### src/rtl/dmac_stat_pkg.sv
package dmac_stat_pkg;
    localparam int WORD_W   = 32;
    localparam int B_RUN    = 31;
    localparam int B_NODESC = 30;
    localparam int B_STOPIE = 29;
    localparam int B_REQ    = 8;
    localparam int B_STOPPED = 3;
    localparam int B_END    = 2;
    localparam int B_START  = 1;
    localparam int B_BUSERR = 0;

    typedef enum logic [1:0] {
        CH_STOPPED  = 2'd0,
        CH_RUNNING  = 2'd1,
        CH_DRAINING = 2'd2
    } ch_state_e;
endpackage

### src/rtl/dmac_ch_status.sv
module dmac_ch_status
    import dmac_stat_pkg::*;
(
    input  logic              clk,
    input  logic              rst_n,
    input  logic              wr_hit,
    input  logic [WORD_W-1:0] wr_data,
    input  logic              ev_buserr,
    input  logic              ev_start,
    input  logic              ev_end,
    input  logic              start_ie,
    input  logic              end_ie,
    input  logic              beat_busy,
    input  logic              req_pend,
    output logic [WORD_W-1:0] status_o,
    output logic              irq_cond_o
);
    ch_state_e state_q, state_d;
    logic run_q, nodesc_q, stopie_q;
    logic f_err_q, f_start_q, f_end_q;
    logic clr_err, clr_start, clr_end;
    logic stopped;

    assign clr_err   = wr_hit & wr_data[B_BUSERR];
    assign clr_start = wr_hit & wr_data[B_START];
    assign clr_end   = wr_hit & wr_data[B_END];

    // control bits and sticky flags; an event beats a clear
    always_ff @(posedge clk or negedge rst_n) begin
        if (!rst_n) begin
            run_q     <= 1'b0;
            nodesc_q  <= 1'b0;
            stopie_q  <= 1'b0;
            f_err_q   <= 1'b0;
            f_start_q <= 1'b0;
            f_end_q   <= 1'b0;
        end else begin
            if (wr_hit) begin
                run_q    <= wr_data[B_RUN];
                nodesc_q <= wr_data[B_NODESC];
                stopie_q <= wr_data[B_STOPIE];
            end
            f_err_q   <= (f_err_q   & ~clr_err)   | ev_buserr;
            f_start_q <= (f_start_q & ~clr_start) | ev_start;
            f_end_q   <= (f_end_q   & ~clr_end)   | ev_end;
        end
    end

    // run machine: state register
    always_ff @(posedge clk or negedge rst_n) begin
        if (!rst_n) state_q <= CH_STOPPED;
        else        state_q <= state_d;
    end

    // run machine: next state
    always_comb begin
        state_d = state_q;
        unique case (state_q)
            CH_STOPPED:  if (run_q) state_d = CH_RUNNING;
            CH_RUNNING:  if (!run_q) state_d = beat_busy ? CH_DRAINING : CH_STOPPED;
            CH_DRAINING: begin
                if (run_q)           state_d = CH_RUNNING;
                else if (!beat_busy) state_d = CH_STOPPED;
            end
            default:     state_d = CH_STOPPED;
        endcase
    end

    // outputs
    always_comb begin
        stopped = (state_q == CH_STOPPED);
        status_o = '0;
        status_o[B_RUN]     = run_q;
        status_o[B_NODESC]  = nodesc_q;
        status_o[B_STOPIE]  = stopie_q;
        status_o[B_REQ]     = req_pend;
        status_o[B_STOPPED] = stopped;
        status_o[B_END]     = f_end_q;
        status_o[B_START]   = f_start_q;
        status_o[B_BUSERR]  = f_err_q;
        irq_cond_o = f_err_q | (f_end_q & end_ie) | (f_start_q & start_ie)
                   | (stopped & stopie_q);
    end

    AST_FLAG_SET: assert property (@(posedge clk) disable iff (!rst_n)
        ev_buserr |=> status_o[B_BUSERR]);
    AST_EVENT_WINS: assert property (@(posedge clk) disable iff (!rst_n)
        (ev_end && clr_end) |=> status_o[B_END]);
    AST_W1C_CLEAR: assert property (@(posedge clk) disable iff (!rst_n)
        (clr_err && !ev_buserr) |=> !status_o[B_BUSERR]);
    AST_CTRL_HOLD: assert property (@(posedge clk) disable iff (!rst_n)
        !wr_hit |=> $stable(status_o[B_RUN:B_STOPIE]));
    AST_DRAIN_HOLD: assert property (@(posedge clk) disable iff (!rst_n)
        (!status_o[B_STOPPED] && beat_busy) |=> !status_o[B_STOPPED]);
endmodule

### src/rtl/dmac_irq_merge.sv
module dmac_irq_merge #(
    parameter int NUM_CH = 32,
    parameter int SUM_W  = 32
) (
    input  logic              clk,
    input  logic              rst_n,
    input  logic [NUM_CH-1:0] cond,
    output logic [SUM_W-1:0]  summary_o,
    output logic              irq_o
);
    localparam int PAD = SUM_W - NUM_CH;

    generate
        if (PAD > 0) begin : g_pad
            assign summary_o = {{PAD{1'b0}}, cond};
        end else begin : g_full
            assign summary_o = cond;
        end
    endgenerate

    assign irq_o = |summary_o;

    AST_IRQ_QUIET: assert property (@(posedge clk) disable iff (!rst_n)
        (cond == '0) |-> !irq_o);
endmodule

### src/rtl/dmac_stat_top.sv
module dmac_stat_top
    import dmac_stat_pkg::*;
#(
    parameter int          NUM_CH  = 32,
    parameter int          ADDR_W  = 8,
    parameter logic [7:0]  SUM_OFS = 8'hF0
) (
    input  logic              clk,
    input  logic              rst_n,
    input  logic              wr_en,
    input  logic [ADDR_W-1:0] wr_addr,
    input  logic [31:0]       wr_data,
    input  logic [ADDR_W-1:0] rd_addr,
    output logic [31:0]       rd_data,
    input  logic [NUM_CH-1:0] ev_buserr,
    input  logic [NUM_CH-1:0] ev_start,
    input  logic [NUM_CH-1:0] ev_end,
    input  logic [NUM_CH-1:0] start_ie,
    input  logic [NUM_CH-1:0] end_ie,
    input  logic [NUM_CH-1:0] beat_busy,
    input  logic [NUM_CH-1:0] req_pend,
    output logic              irq
);
    localparam int CH_W = (NUM_CH > 1) ? $clog2(NUM_CH) : 1;

    logic [WORD_W-1:0] words [NUM_CH];
    logic [NUM_CH-1:0] cond;
    logic [WORD_W-1:0] summary;

    genvar gi;
    generate
        for (gi = 0; gi < NUM_CH; gi++) begin : g_ch
            logic hit;
            assign hit = wr_en && (wr_addr == ADDR_W'(4 * gi));
            dmac_ch_status u_ch (
                .clk        (clk),
                .rst_n      (rst_n),
                .wr_hit     (hit),
                .wr_data    (wr_data),
                .ev_buserr  (ev_buserr[gi]),
                .ev_start   (ev_start[gi]),
                .ev_end     (ev_end[gi]),
                .start_ie   (start_ie[gi]),
                .end_ie     (end_ie[gi]),
                .beat_busy  (beat_busy[gi]),
                .req_pend   (req_pend[gi]),
                .status_o   (words[gi]),
                .irq_cond_o (cond[gi])
            );
        end
    endgenerate

    dmac_irq_merge #(.NUM_CH(NUM_CH), .SUM_W(WORD_W)) u_merge (
        .clk       (clk),
        .rst_n     (rst_n),
        .cond      (cond),
        .summary_o (summary),
        .irq_o     (irq)
    );

    logic [ADDR_W-3:0] rd_idx;
    assign rd_idx = rd_addr[ADDR_W-1:2];

    always_comb begin
        rd_data = '0;
        if (rd_addr == ADDR_W'(SUM_OFS))
            rd_data = summary;
        else if (rd_addr[1:0] == 2'b00 && int'(rd_idx) < NUM_CH)
            rd_data = words[rd_idx[CH_W-1:0]];
    end
endmodule

### config.mk
export PLATFORM = sky130hd
export DESIGN_NAME = dmac_stat_top
export DESIGN_NICKNAME = d
export VERILOG_FILES = /design/src/rtl/dmac_stat_pkg.sv /design/src/rtl/dmac_ch_status.sv /design/src/rtl/dmac_irq_merge.sv /design/src/rtl/dmac_stat_top.sv
export SDC_FILE = /design/constraint.sdc
export NUM_CORES = 1
export LEC_CHECK = 0
export ABC_AREA = 0
export BUFFER_PORTS_ARGS = -buffer_cell sky130_fd_sc_hd__buf_2
export CAP_MARGIN = 20
export CORE_ASPECT_RATIO = 0.6
export CORE_MARGIN = 2
export CORE_UTILIZATION = 35
export DETAILED_ROUTE_END_ITERATION = 12
export PLACE_DENSITY = 0.56
export SLEW_MARGIN = 20
export SYNTH_ARGS = -nofsm -noshare
export SYNTH_HDL_FRONTEND = slang
export SYNTH_SLANG_ARGS = --single-unit
### constraint.sdc
create_clock -name clk -period 4.3 [get_ports clk]
set_input_delay 0.215 -clock clk [delete_from_list [all_inputs] [get_ports clk]]
set_output_delay 0.215 -clock clk [all_outputs]
set_load 0.01 [all_outputs]
==> results of run 1 <==
==> cell families (layout without fill, tap and decap cells) <==
group	Yosys count	in the layout	share of synthesized area
AO/OA/AOI/OAI	246	246	0.144
buffers and inverters	46	467	0.0166
XOR/XNOR	32	32	0.0222
AND/OR/NAND/NOR	297	297	0.109
multiplexers	169	169	0.201
flip-flops	256	256	0.508
==> tightest hold or removal path: cells and delay by family <==
kind / cells / cell delay [ps]
buf+inv: 1 / 180
simple gates: 2 / 220
compound gates: 1 / 100
==> how the worst min path moves through the flow <==
stage,from,endpoint
2_1_floorplan,rst_n,g_ch[0].u_ch.f_end_q
3_3_place_gp,rst_n,g_ch[8].u_ch.f_end_q
3_5_place_dp,rst_n,g_ch[8].u_ch.f_err_q
4_1_cts,wr_addr[3],g_ch[0].u_ch.f_start_q
5_1_grt,wr_addr[3],g_ch[0].u_ch.f_err_q
6_report,wr_addr[3],g_ch[0].u_ch.f_end_q
==> cells in the mapped netlist (3+ instances only) <==
| cell type | number | area share |
|---|---|---|
| o22ai_1 | 9 | 0.0045 |
| clkbuf_1 | 18 | 0.0054 |
| a21oi_1 | 40 | 0.016 |
| buf_2 | 11 | 0.0044 |
| nand2_1 | 108 | 0.032 |
| nor2b_1 | 10 | 0.0050 |
| nand2b_1 | 3 | 0.0015 |
| a211oi_1 | 5 | 0.0030 |
| buf_1 | 9 | 0.0027 |
| nand3_1 | 5 | 0.0020 |
| nor2_1 | 99 | 0.029 |
| a2111oi_0 | 3 | 0.0021 |
| a22oi_1 | 11 | 0.0065 |
| mux2_2 | 104 | 0.093 |
| o21ai_0 | 7 | 0.0028 |
| xnor2_1 | 32 | 0.022 |
| a21boi_0 | 32 | 0.019 |
| dfrtp_1 | 256 | 0.51 |
| mux4_2 | 57 | 0.10 |
| buf_4 | 6 | 0.0036 |
| a22o_1 | 3 | 0.0021 |
| a221o_1 | 33 | 0.026 |
| nor3_1 | 13 | 0.0052 |
| mux2i_1 | 8 | 0.0063 |
| nor3b_1 | 33 | 0.020 |
| a21o_1 | 96 | 0.057 |
| nand4_1 | 10 | 0.0050 |
==> metal layers <==
metal	up-vias	track usage	share of wire
li1	4702	-	-
met1	5374	0.352	0.47
met2	393	0.356	0.43
met3	56	0.0595	0.076
met4	2	0.0515	0.021
met5	-	0	0.00029
==> sequential cells by signal, indices dropped and copies added, names as in the netlist <==
| register | cells |
|---|---|
| g_ch.u_ch.nodesc_q | 32 |
| g_ch.u_ch.f_err_q | 32 |
| g_ch.u_ch.f_start_q | 32 |
| g_ch.u_ch.state_q | 64 |
| g_ch.u_ch.f_end_q | 32 |
| g_ch.u_ch.run_q | 32 |
| g_ch.u_ch.stopie_q | 32 |
==> cell type report <==
| cell class | count | area share |
|---|---|---|
| clock buffer | 37 | 0.0452 |
| clock inverter | 9 | 0.00571 |
| inverter | 2 | 0.000451 |
| multi-input combinational | 744 | 0.361 |
| sequential | 256 | 0.385 |
| tap | 467 | 0.0351 |
| timing repair buffer | 419 | 0.168 |
==> stage by stage <==
step / worst slack [ps] / power, µW / instance area, µm² / utilization
2_1_floorplan: 2420 / 2840 / 12600 / -
3_3_place_gp: 1220 / 3130 / 14500 / 0.411
3_5_place_dp: 1210 / 3140 / 14500 / 0.411
4_1_cts: 1200 / 5540 / 16600 / 0.472
5_1_grt: 1040 / 5690 / 16600 / 0.472
6_report: 1200 / 5490 / 16600 / 0.472
==> power by group through the flow <==
stage	Sequential [µW]	Clock [µW]	Combinational, µW
5_1_grt	2560	2450	690
2_1_floorplan	2570	0	267
3_3_place_gp	2590	0	540
6_report	2550	2300	639
4_1_cts	2550	2350	640
3_5_place_dp	2590	0	546
==> repair_timing <==
item / in CTS / in global routing
resized for setup: 0 / 0
hold buffers: 129 / 0
endpoints found under the hold margin: 241 / 0
==> flow_metrics.py, run 1 <==
metrics = {
    "timing": {
        "final_max_slew_viol_count": 0,
        "whs_ps": 203,
        "fin_crit_sh": 0.721,
        "hold_viol": 0,
        "slew_headroom": 0.323,
        "skew_ps": 9.15,
        "fmaxAchievable_ghz": 0.323,
        "setup_tns_ps": 0,
        "setup-violations-final": 0,
        "min_period_ps": 3100,
        "rsz0062_at_grt": "false",
        "tightest_slew_ps": 1010,
    },
    "synthesis": {
        "synth.yosys.warnings": 0,
        "async_flop_share": 1.00,
        "synth.cell_area_um2": 12600,
        "ys_seq_elements": 256,
        "synth-seq-area-share": 0.508,
        "syn_nets": 1321,
        "synth_ff_type": "dfrtp_1",
        "synth-edff-count": 0,
        "avgSynthCellArea_um2": 12.1,
        "syn_inst": 1046,
        "synth_cell_type_count": 45,
    },
    "worst_setup_path": {
        "r2r-end": "g_ch[8].u_ch.state_q[1]",
        "r2r_cells": 2,
        "startpoint_type": "input pin",
        "crit_start": "rd_addr[2]",
        "critPathBufInv": 3,
        "cp_num_cells": 8,
        "crit_path_end_kind": "output pin",
        "cp.required_ps": 4090,
        "crit_slowest_cell": "buf_4",
        "cp-endpoint": "rd_data[2]",
        "crit_type": "input pin to output pin",
        "worstPathCellList": "buf_4, buf_4, mux4_2, a22oi_1, a21oi_1, nor2_1, o22ai_1, buf_2",
        "max_stage_delay_ps": 650,
        "crit_fanout": 49,
        "arrival_ps": 2880,
        "reg2reg_from": "g_ch[8].u_ch.state_q[1]",
        "path_common_cell": "buf_4",
        "regToRegSetupSlack_ps": 3450,
        "cp_top_family": "buffers and inverters",
    },
    "global_routing": {
        "grt_max_degree": 116,
        "grt_usage": 0.239,
        "grt_pass1_vias": 10500,
        "overflow": 0,
        "grt_pass1_wl_mm": 66.6,
        "antenna_found_initial": 1,
    },
    "route": {
        "postRouteAntennaNets": 0,
        "drc_errors": 0,
        "wirelength_mm": 45.5,
        "route.vias.total": 10500,
        "wire_per_inst_um": 23.5,
        "viasPerCell": 5.44,
        "dr.pass1.iters": 6,
        "drt_iter0_drc": 897,
    },
    "place": {
        "globalplace.congestion": 0.890,
        "numPortBuffers": 281,
        "hpwl_mm": 34.0,
        "placed_cells": 1759,
    },
    "cells_and_area": {
        "fillerInstances": 3283,
        "finalNonFillerCells": 1934,
        "drive_gt1_frac": 0.339,
        "most-common-layout-cells": "buf_2, dfrtp_1, dlygate4sd3_1, nand2_1, mux2_2",
        "diodes": 0,
        "seq_area_um2": 6410,
        "final_common_cell": "buf_2",
        "multi_input_area_um2": 6010,
        "syn2layout_area_growth_pct": 31.9,
        "final_nets": 1724,
    },
    "power": {
        "cellLeakagePower_uw": 0.00686,
        "p_clk_frac": 0.419,
        "power.density_nw_per_um2": 330,
        "power.switching_uw": 1350,
        "combPwrFrac": 0.116,
        "p_int_uw": 4140,
        "p_seq_frac": 0.464,
        "ir_drop_v": 0.000323,
        "swShare": 0.246,
    },
    "floorplanning": {
        "initial_core_util": 0.358,
        "die_h_um": 151,
        "die_width_um": 249,
        "fp-row-count": 53,
        "core_um2": 35300,
        "io_pins": 308,
        "dieArea_um2": 37600,
    },
    "clock_network": {
        "cts_sinks": 256,
        "clockRootBuffer": "clkbuf_16",
        "clk_pin_slew_ps": 60,
        "clock_latency_ps": 550,
        "cts_buffers": 26,
        "cts_max_level": 1,
        "cts_tree": "yes",
        "cts_buffer_depth": 3,
        "post-cts-setup-buffers": 0,
    },
    "run": {
        "cap_violations": 0,
    },
    "worst_hold_path": {
        "hold_path_depth": 4,
        "hp-class": "input pin to flip-flop",
    },
    "run_status": {
        "status": "completed",
    },
}
Note: power is estimated with default switching activity, not from simulation.
==> inputs of run 2 (changes only) <==
Clock period 4.3 ns to 3.15 ns, I/O delays scaled along.
==> run 2 against run 1 <==
  * Worst setup slack worse by 1000 ps
  * Largest power group unchanged
  * Die area unchanged
  * Global-route usage up 0.19 points
  * Register-to-register slack worse by 1200 ps
  * Utilization grew 0.60 points
  * Cell area up 1.3%
  * Sequential power grew 36%
  * Total power increased by 41%
  * Largest cell class unchanged
  * Clock power grew 47%
  * First-iteration DRC count shrank 16%
  * Sequential share of layout area fell by 0.48 points
  * Critical endpoint is now irq
==> flow_metrics.py, run 2 (synthesis gave the netlist of run 1 again) <==
metrics = {
    "global_routing": {
        "overflow": 0,
        "grt_pass1_wl_mm": 67.4,
        "antenna_found_initial": 0,
        "grt_max_degree": 76,
        "use_met2": 0.346,
        "grt_pass1_vias": 10700,
        "met3_usage": 0.0641,
        "met1_usage": 0.359,
        "grt_usage": 0.241,
        "grt.busiest_layer": "met1",
    },
    "timing": {
        "fmaxAchievable_ghz": 0.334,
        "tightest_slew_ps": 928,
        "whs_ps": 138,
        "timing.final.ws_setup_ps": 152,
        "skew_ps": 5.52,
        "setup-violations-final": 0,
        "rsz0062_at_grt": "false",
        "min_period_ps": 3000,
        "final_max_slew_viol_count": 0,
        "slew_headroom": 0.376,
        "setup_tns_ps": 0,
        "fin_crit_sh": 0.952,
        "hold_viol": 0,
    },
    "clock_network": {
        "post-cts-setup-buffers": 0,
        "cts_buffers": 26,
        "clockRootBuffer": "clkbuf_16",
        "clock_latency_ps": 560,
        "clk_pin_slew_ps": 60,
        "cts_buffer_depth": 3,
        "cts_sinks": 256,
        "cts_max_level": 1,
        "cts_tree": "yes",
    },
    "floorplanning": {
        "dieArea_um2": 37600,
        "core_um2": 35300,
        "fp-row-count": 53,
        "initial_core_util": 0.358,
        "die_h_um": 151,
        "io_pins": 308,
        "die_width_um": 249,
    },
    "cells_and_area": {
        "final_nets": 1734,
        "largest_reg_flops": 64,
        "fillerInstances": 3275,
        "multi_input_area_um2": 6010,
        "final_common_cell": "buf_2",
        "regMostFlops": "g_ch.u_ch.state_q",
        "fin_area_um2": 16900,
        "most-common-layout-cells": "buf_2, dfrtp_1, dlygate4sd3_1, nand2_1, mux2_2",
        "seq_area_um2": 6410,
        "diodes": 0,
        "syn2layout_area_growth_pct": 33.6,
        "drive_gt1_frac": 0.346,
        "fin_util": 0.478,
    },
    "route": {
        "dr.pass1.iters": 5,
        "wire_per_inst_um": 23.5,
        "postRouteAntennaNets": 0,
        "drt_iter0_drc": 756,
        "route.vias.total": 10600,
        "drc_errors": 0,
        "wirelength_mm": 45.6,
        "viasPerCell": 5.45,
    },
    "power": {
        "power.density_nw_per_um2": 459,
        "ir_drop_v": 0.000363,
        "cellLeakagePower_uw": 0.00696,
    },
    "worst_setup_path": {
        "worstPathCellList": "a221o_1, a21oi_1, nand4_1, nor4_1, nand3_1, buf_2",
        "crit_fanout": 3,
        "arrival_ps": 2840,
        "critPathBufInv": 1,
        "max_stage_delay_ps": 450,
        "crit_path_end_kind": "output pin",
        "crit_slowest_cell": "a221o_1",
        "cp_top_family": "compound AO/OA/AOI/OAI gates",
        "startpoint_type": "flip-flop",
        "cp.required_ps": 2990,
        "crit_type": "flip-flop to output pin",
    },
    "place": {
        "dp_slack_ps": 536,
        "place_area_um2": 14600,
        "globalplace.congestion": 0.943,
        "numPortBuffers": 281,
        "hpwl_mm": 34.6,
    },
    "worst_hold_path": {
        "hp-class": "input pin to flip-flop",
    },
    "run": {
        "cap_violations": 0,
    },
    "run_status": {
        "status": "completed",
    },
}
## run 2: changes by cell type in the layout (fill, tap and decap cells not counted), sizes merged
cell and delta:
clkinvlp +2, bufinv +1, clkbuf +2, clkinv -3
buf +10
## run 2: power by group
| group | leakage (µW) | total, µW | switching [µW] | internal (µW) |
|---|---|---|---|---|
| logic | 0.00346 | 891 | 438 | 453 |
| clock network | 0.000453 | 3370 | 1370 | 2000 |
| registers | 0.00305 | 3470 | 86.1 | 3390 |
| total | 0.00696 | 7730 | 1890 | 5840 |
## run 2: routing by layer
layer / up-vias / routed length (µm)
met5: - / 0
met4: 0 / 1130
met3: 74 / 3940
met2: 422 / 18900
met1: 5391 / 21700
li1: 4728 / -
## run 2: layout make-up
class / instances / area share
timing repair buffer: 429 / 0.174
sequential: 256 / 0.380
clock inverter: 9 / 0.00742
inverter: 2 / 0.000445
tap: 467 / 0.0347
multi-input combinational: 744 / 0.356
clock buffer: 39 / 0.0475
## run 2: worst paths after layout
check / from / end / cells after the start / slack [ps]
worst max-delay path: g_ch[3].u_ch.f_end_q / irq / 6 / 150
worst max register to register: g_ch[24].u_ch.state_q[0] / g_ch[24].u_ch.state_q[1] / 2 / 2300
worst min-delay path: wr_addr[2] / g_ch[0].u_ch.f_start_q / 4 / 140
min in group asynchronous: rst_n / g_ch[10].u_ch.f_start_q / 2 / 170
max in group asynchronous: rst_n / g_ch[23].u_ch.state_q[1] / 3 / 2020
worst min register to register: g_ch[30].u_ch.run_q / g_ch[30].u_ch.state_q[1] / 1 / 470
## run 2: worst min-delay path, delay by kind of cell
kind,cells,cell delay (ps)
buffers and inverters,1,180
AOI/OAI and AO/OA,1,100
and+or+nand+nor,2,210
## run 2: timing repair
| item | in CTS | in global routing |
|---|---|---|
| hold endpoints to repair | 199 | 0 |
| hold buffers | 129 | 0 |
| gates resized for setup | 0 | 0 |
## run 2: stage by stage
stage                     total power (µW)  instances
after floorplan                       3870       1046
after global routing                  8020       1946
final                                 7730       1946
after detailed placement              4300       1769
after global placement                4290       1769
after CTS                             7800       1946
